--- config.mk ---
export PLATFORM = sky130hd
export DESIGN_NAME = sdr_pwr_refresh_mgr
export DESIGN_NICKNAME = d
export VERILOG_FILES = /design/src/rtl/sdr_pm_pkg.sv /design/src/rtl/sdr_refi_timer.sv /design/src/rtl/sdr_ref_backlog.sv /design/src/rtl/sdr_pm_fsm.sv /design/src/rtl/sdr_pwr_refresh_mgr.sv
export SDC_FILE = /design/constraint.sdc
export NUM_CORES = 1
export LEC_CHECK = 0
export BUFFER_PORTS_ARGS = -buffer_cell sky130_fd_sc_hd__buf_2
export CELL_PAD_IN_SITES_DETAIL_PLACEMENT = 0
export CELL_PAD_IN_SITES_GLOBAL_PLACEMENT = 2
export CORE_MARGIN = 1
export CORE_UTILIZATION = 38
export CTS_CLUSTER_SIZE = 30
export DETAILED_ROUTE_END_ITERATION = 7
export PLACE_DENSITY_LB_ADDON = 0.1
export SLEW_MARGIN = 15
export SYNTH_ARGS = -nofsm -noshare
export SYNTH_HDL_FRONTEND = slang
export SYNTH_HIERARCHICAL = 1
export SYNTH_SLANG_ARGS = --single-unit
export TNS_END_PERCENT = 50
--- constraint.sdc ---
create_clock -name clk -period 3.2 [get_ports clk]
set_input_delay 0.64 -clock clk [delete_from_list [all_inputs] [get_ports clk]]
set_output_delay 0.64 -clock clk [all_outputs]
set_load 0.05 [all_outputs]
--- src/rtl/sdr_pm_pkg.sv ---
`timescale 1ns/1ps
package sdr_pm_pkg;

    // command on {cs_n, ras_n, cas_n, we_n}
    typedef logic [3:0] sdr_cmd_t;
    localparam sdr_cmd_t CMD_NOP  = 4'b0111;
    localparam sdr_cmd_t CMD_AREF = 4'b0001;

    typedef enum logic [2:0] {
        ST_RUN,
        ST_AREF,
        ST_RFC,
        ST_PD,
        ST_PD_EXIT,
        ST_SR_ENTER,
        ST_SR,
        ST_SR_EXIT
    } pm_state_e;

    typedef struct packed {
        logic     cke;
        logic     ovr;
        logic     busy;
        sdr_cmd_t cmd;
    } pm_drive_t;

    function automatic int unsigned ns_to_clk_up(input int unsigned ns, input int unsigned mhz);
        return (ns * mhz + 999) / 1000;
    endfunction

    function automatic int unsigned ns_to_clk_down(input int unsigned ns, input int unsigned mhz);
        return (ns * mhz) / 1000;
    endfunction

    function automatic pm_drive_t drive_of(input pm_state_e st);
        pm_drive_t d;
        d.cke  = 1'b1;
        d.ovr  = 1'b1;
        d.busy = 1'b1;
        d.cmd  = CMD_NOP;
        case (st)
            ST_RUN: begin
                d.ovr  = 1'b0;
                d.busy = 1'b0;
            end
            ST_AREF:     d.cmd = CMD_AREF;
            ST_SR_ENTER: begin
                d.cke = 1'b0;
                d.cmd = CMD_AREF;
            end
            ST_PD, ST_SR: d.cke = 1'b0;
            default: ;
        endcase
        return d;
    endfunction

endpackage

--- src/rtl/sdr_refi_timer.sv ---
`timescale 1ns/1ps
module sdr_refi_timer #(
    parameter int unsigned PERIOD = 3120
) (
    input  logic clk,
    input  logic rst,
    output logic tick
);
    localparam int unsigned TW = (PERIOD > 2) ? $clog2(PERIOD) : 1;

    logic [TW-1:0] cnt;

    assign tick = (cnt == TW'(PERIOD - 1));

    always_ff @(posedge clk) begin
        if (rst)       cnt <= '0;
        else if (tick) cnt <= '0;
        else           cnt <= cnt + 1'b1;
    end
endmodule

--- src/rtl/sdr_ref_backlog.sv ---
`timescale 1ns/1ps
module sdr_ref_backlog #(
    parameter int unsigned MAX_PEND = 8
) (
    input  logic clk,
    input  logic rst,
    input  logic tick,
    input  logic hold_off,
    input  logic take,
    input  logic clr,
    output logic pend_nz
);
    generate
        if (MAX_PEND <= 1) begin : g_flag
            logic flag;
            always_ff @(posedge clk) begin
                if (rst || clr) flag <= 1'b0;
                else            flag <= (flag && !take) || (tick && !hold_off && !flag);
            end
            assign pend_nz = flag;
        end else begin : g_cnt
            localparam int unsigned CW = $clog2(MAX_PEND + 1);
            logic [CW-1:0] cnt;
            logic          inc;
            assign inc = tick && !hold_off && (cnt != CW'(MAX_PEND));
            always_ff @(posedge clk) begin
                if (rst || clr) cnt <= '0;
                else            cnt <= cnt + CW'(inc) - CW'(take);
            end
            assign pend_nz = (cnt != '0);
        end
    endgenerate
endmodule

--- src/rtl/sdr_pm_fsm.sv ---
`timescale 1ns/1ps
module sdr_pm_fsm
    import sdr_pm_pkg::*;
#(
    parameter int unsigned TRFC_CLK = 12
) (
    input  logic      clk,
    input  logic      rst,
    input  logic      pend_nz,
    input  logic      banks_idle,
    input  logic      burst_active,
    input  logic      pd_req,
    input  logic      sr_req,
    input  logic      grant,
    output pm_state_e state,
    output logic      arb_req,
    output pm_drive_t drv
);
    localparam int unsigned RW = (TRFC_CLK > 2) ? $clog2(TRFC_CLK) : 1;

    pm_state_e     nxt;
    logic [RW-1:0] rcnt, rcnt_nxt;
    logic          go;

    assign arb_req = (state == ST_RUN) && (pend_nz || pd_req || sr_req);
    assign go      = arb_req && grant && banks_idle && !burst_active;
    assign drv     = drive_of(state);

    always_comb begin
        nxt      = state;
        rcnt_nxt = rcnt;
        case (state)
            ST_RUN: begin
                if (go) begin
                    if (pend_nz)     nxt = ST_AREF;
                    else if (sr_req) nxt = ST_SR_ENTER;
                    else             nxt = ST_PD;
                end
            end
            ST_AREF: begin
                nxt      = ST_RFC;
                rcnt_nxt = RW'(TRFC_CLK - 2);
            end
            ST_RFC: begin
                if (rcnt == '0) nxt = ST_RUN;
                else            rcnt_nxt = rcnt - 1'b1;
            end
            ST_PD: begin
                if (!pd_req || pend_nz || sr_req) nxt = ST_PD_EXIT;
            end
            ST_PD_EXIT:  nxt = ST_RUN;
            ST_SR_ENTER: nxt = ST_SR;
            ST_SR: begin
                if (!sr_req) begin
                    nxt      = ST_SR_EXIT;
                    rcnt_nxt = RW'(TRFC_CLK - 1);
                end
            end
            ST_SR_EXIT: begin
                if (rcnt == '0) nxt = ST_RUN;
                else            rcnt_nxt = rcnt - 1'b1;
            end
            default: nxt = ST_RUN;
        endcase
    end

    always_ff @(posedge clk) begin
        if (rst) begin
            state <= ST_RUN;
            rcnt  <= '0;
        end else begin
            state <= nxt;
            rcnt  <= rcnt_nxt;
        end
    end
endmodule

--- src/rtl/sdr_pwr_refresh_mgr.sv ---
`timescale 1ns/1ps
module sdr_pwr_refresh_mgr
    import sdr_pm_pkg::*;
#(
    parameter int unsigned CLK_MHZ  = 200,
    parameter int unsigned REFI_NS  = 15600,
    parameter int unsigned TRFC_NS  = 60,
    parameter int unsigned MAX_PEND = 8
) (
    input  logic       clk,
    input  logic       rst,
    input  logic       banks_idle,
    input  logic       burst_active,
    input  logic       pd_req,
    input  logic       sr_req,
    input  logic       arb_grant,
    output logic       arb_req,
    output logic       cke,
    output logic       cmd_ovr,
    output logic [3:0] cmd_code,
    output logic       bus_busy
);
    localparam int unsigned REFI_RAW = ns_to_clk_down(REFI_NS, CLK_MHZ);
    localparam int unsigned REFI_CLK = (REFI_RAW < 2) ? 2 : REFI_RAW;
    localparam int unsigned TRFC_RAW = ns_to_clk_up(TRFC_NS, CLK_MHZ);
    localparam int unsigned TRFC_CLK = (TRFC_RAW < 2) ? 2 : TRFC_RAW;

    logic      tick, pend_nz;
    pm_state_e state;
    pm_drive_t drv;

    sdr_refi_timer #(.PERIOD(REFI_CLK)) u_timer (
        .clk  (clk),
        .rst  (rst),
        .tick (tick)
    );

    sdr_ref_backlog #(.MAX_PEND(MAX_PEND)) u_backlog (
        .clk      (clk),
        .rst      (rst),
        .tick     (tick),
        .hold_off (state == ST_SR_ENTER || state == ST_SR),
        .take     (state == ST_AREF),
        .clr      (state == ST_SR_ENTER),
        .pend_nz  (pend_nz)
    );

    sdr_pm_fsm #(.TRFC_CLK(TRFC_CLK)) u_fsm (
        .clk          (clk),
        .rst          (rst),
        .pend_nz      (pend_nz),
        .banks_idle   (banks_idle),
        .burst_active (burst_active),
        .pd_req       (pd_req),
        .sr_req       (sr_req),
        .grant        (arb_grant),
        .state        (state),
        .arb_req      (arb_req),
        .drv          (drv)
    );

    assign cke      = drv.cke;
    assign cmd_ovr  = drv.ovr;
    assign bus_busy = drv.busy;
    assign cmd_code = drv.cmd;
endmodule

==> results.sh <==
export IMPL_cts_setup_buffers=0
export IMPL_multi_input_area_um2=857
export IMPL_grt_pass1_wl_um=5090
export IMPL_synth_most_common_cell="dfxtp_1"
export IMPL_ys_async_sr_fraction=0
export IMPL_hold_class="reg2reg"
export IMPL_ff2ff_setup_slack_ns=0.88
export IMPL_cap_violations=0
export IMPL_syn_to_final_growth_pct=8.27
export IMPL_avgSynthCellArea_um2=8.62
export IMPL_wirelength_um=2770
export IMPL_crit_fanout=7
export IMPL_cts_root_buffer="clkbuf_8"
export IMPL_die_area_um2=3990
export IMPL_syn_area_um2=1420
export IMPL_core_area_um2=3470
export IMPL_timing_final_crit_period_ns=2.32
export IMPL_fill_cells=367
export IMPL_crit_chain="nor4b_1 > and3_1 > nand3b_1 > ha_1 > inv_1 > ha_1 > fa_1 > xnor2_1 > nor3_1"
export IMPL_critPathLaunchType="register"
export IMPL_finClkSkew_ns=0.00212
export IMPL_swShare=0.340
export IMPL_worst_pin_slew_ns=0.528
export IMPL_cts_sinks=23
export IMPL_crit_type="reg2reg"
export IMPL_grt_pass1_vias=1207
export IMPL_layout_drive_gt1_share=0.155
export IMPL_cts_buffer_depth=2
export IMPL_grt_ovfl_total=0
export IMPL_tns_ns=0
export IMPL_synth_top_area_frac=0.324
export IMPL_initial_core_util=0.410
export IMPL_crit_top_cell="ha_1"
export IMPL_io_pins=15
export IMPL_viasPerCell=5.40
export IMPL_fin_crit_sh=0.726
export IMPL_arrival_ns=2.51
export IMPL_synth_fp_nets=182
export IMPL_drt_pre_antenna_iters=4
export IMPL_ant_nets=0
export IMPL_n_antenna_cell=0
export IMPL_insertion_delay_ns=0.26
export IMPL_p_clk_frac=0.242
export IMPL_die_w_um=63.2
export IMPL_avgRoutedWirePerCell_um=12.6
export IMPL_nNetsFinal=192
export IMPL_cts_buffers=3
export IMPL_worst_path_max_delay_cell="dfxtp_1"
export IMPL_syn_inst=165
export IMPL_synth_seq_cells=23
export IMPL_globalplace_congestion=0.794
export IMPL_dpl_hpwl_um=2090
export IMPL_seq_power_share=0.449
export IMPL_ff_latch_area_um2=460
export IMPL_path_delay_family="adder cells"
export IMPL_grt_max_degree=16
export IMPL_setup_violations=0
export IMPL_synthTopCellsByCount="dfxtp_1 (23), inv_1 (10), nand2_1 (10), nor2_1 (10), ha_1 (9)"
export IMPL_grt_setup_unrepaired="false"
export IMPL_critPathMaxStageDelay_ns=0.44
export IMPL_clock_fmax_mhz=430
export IMPL_cp_required_ns=3.38
export IMPL_synthFlopType="dfxtp_1"
export IMPL_synth_warnings=6
export IMPL_cp_end_kind="register"
export IMPL_synthTopCellsByArea="dfxtp_1 (32%), ha_1 (7.9%), xor2_1 (3.1%)"
export IMPL_slew_headroom=0.647
export IMPL_p_int_uw=481
export IMPL_finalPower_uw=728
export IMPL_rows=21
export IMPL_cts_tree="done"
export IMPL_drt_iter0_drc=42
export IMPL_switchingPower_uw=247
export IMPL_clk_pin_slew_worst_paths_ns=0.08
export IMPL_synth_seq_area_share=0.324
export IMPL_total_leakage_power_nw=0.572
export IMPL_slew_viol_final=0
export IMPL_dr_total_vias=1188
export IMPL_status="complete, no violations"
export IMPL_pwr_share_comb=0.310
export IMPL_portBuffers=12
export IMPL_yosysUniqueCellTypes=48
export IMPL_yosys_area_top_type="dfxtp_1"
export IMPL_hold_viol=0
export IMPL_crit_buf_inv=1
export IMPL_drc=0
export IMPL_ir_drop_mv=0.183
export IMPL_grt_util_all_layers=0.156
export IMPL_cts_htree_levels=1
export IMPL_pwr_density_cell_nw_per_um2=473
export IMPL_cts_repair_resize_count=0
export IMPL_antenna_found_initial=0
export IMPL_fp_dieH_um=63.2
export IMPL_synth_edf_count=0
export IMPL_ctsHoldBuffers=0
[final cells by class]
| type | instances | share of cell area |
|---|---|---|
| clock buffer | 4 | 0.0292 |
| inverter | 10 | 0.0244 |
| multi-input combinational | 122 | 0.556 |
| sequential | 23 | 0.299 |
| tap | 46 | 0.0374 |
| timing repair buffer | 15 | 0.0536 |
[power groups by stage]
stage / combinational, mW / sequential [mW] / clock [mW]
floorplan: 0.197 / 0.326 / 0
global placement: 0.224 / 0.333 / 0
detailed placement: 0.227 / 0.334 / 0
CTS: 0.229 / 0.327 / 0.185
global route: 0.255 / 0.330 / 0.199
finish: 0.225 / 0.327 / 0.176
[kinds of logic after synthesis]
kind of cell / synth area share
simple gates: 0.269
fa+ha+maj: 0.0932
mux: 0.0299
flops: 0.324
other cells: 0.00528
compound gates: 0.162
xor+xnor: 0.0431
buf+inv: 0.0739
[per-stage QoR]
step / instances / worst slack, ns / hold WS, ns / instance area [um^2] / util
floorplan: 165 / 0.614 / 0.429 / 1420 / -
global placement: 216 / 0.947 / 0.438 / 1500 / 0.431
detailed placement: 216 / 0.893 / 0.454 / 1500 / 0.431
CTS: 220 / 0.867 / 0.473 / 1540 / 0.444
global route: 220 / 0.611 / 0.486 / 1540 / 0.444
finish: 220 / 0.877 / 0.468 / 1540 / 0.444
[cell usage in the layout (no fill, tap or decap), types with 4 or more instances in the layout]
cell type	n
nor2_1	10
nand2_1	10
buf_2	12
a21oi_1	8
ha_1	9
o21ai_0	7
inv_1	10
xor2_1	5
or3_1	6
nor3_1	7
dfxtp_1	23
or4_1	4
nand3_1	4
[registers in the layout, summed over array words and instances (netlist names)]
| name | count |
|---|---|
| u_backlog/g_cnt.cnt | 4 |
| u_fsm/state | 3 |
| u_timer/cnt | 12 |
| u_fsm/rcnt | 4 |
[worst reg2reg max path, stage by stage, from the launching register on]
cell      delay (ns)
dfxtp_1         0.44
nor4b_1         0.35
and3_1          0.22
nand3b_1        0.08
ha_1            0.27
inv_1           0.04
ha_1            0.19
fa_1            0.38
xnor2_1         0.13
nor3_1          0.13
[worst paths after layout]
kind / to / from / cells past startpoint
max: u_backlog/g_cnt.cnt[2] / u_timer/cnt[3] / 9
min: u_timer/cnt[0] / u_timer/cnt[0] / 1
max reg2reg: u_backlog/g_cnt.cnt[2] / u_timer/cnt[3] / 9
min reg2reg: u_timer/cnt[0] / u_timer/cnt[0] / 1
[metal layers]
metal / up-vias / wire length (um) / GRT usage
li1: 612 / - / -
met1: 550 / 1300 / 0.176
met2: 21 / 1350 / 0.297
met3: 5 / 77 / 0.0217
met4: 0 / 34 / 0.0511
met5: - / 0 / 0
Note: power is estimated with default switching activity, not from simulation.
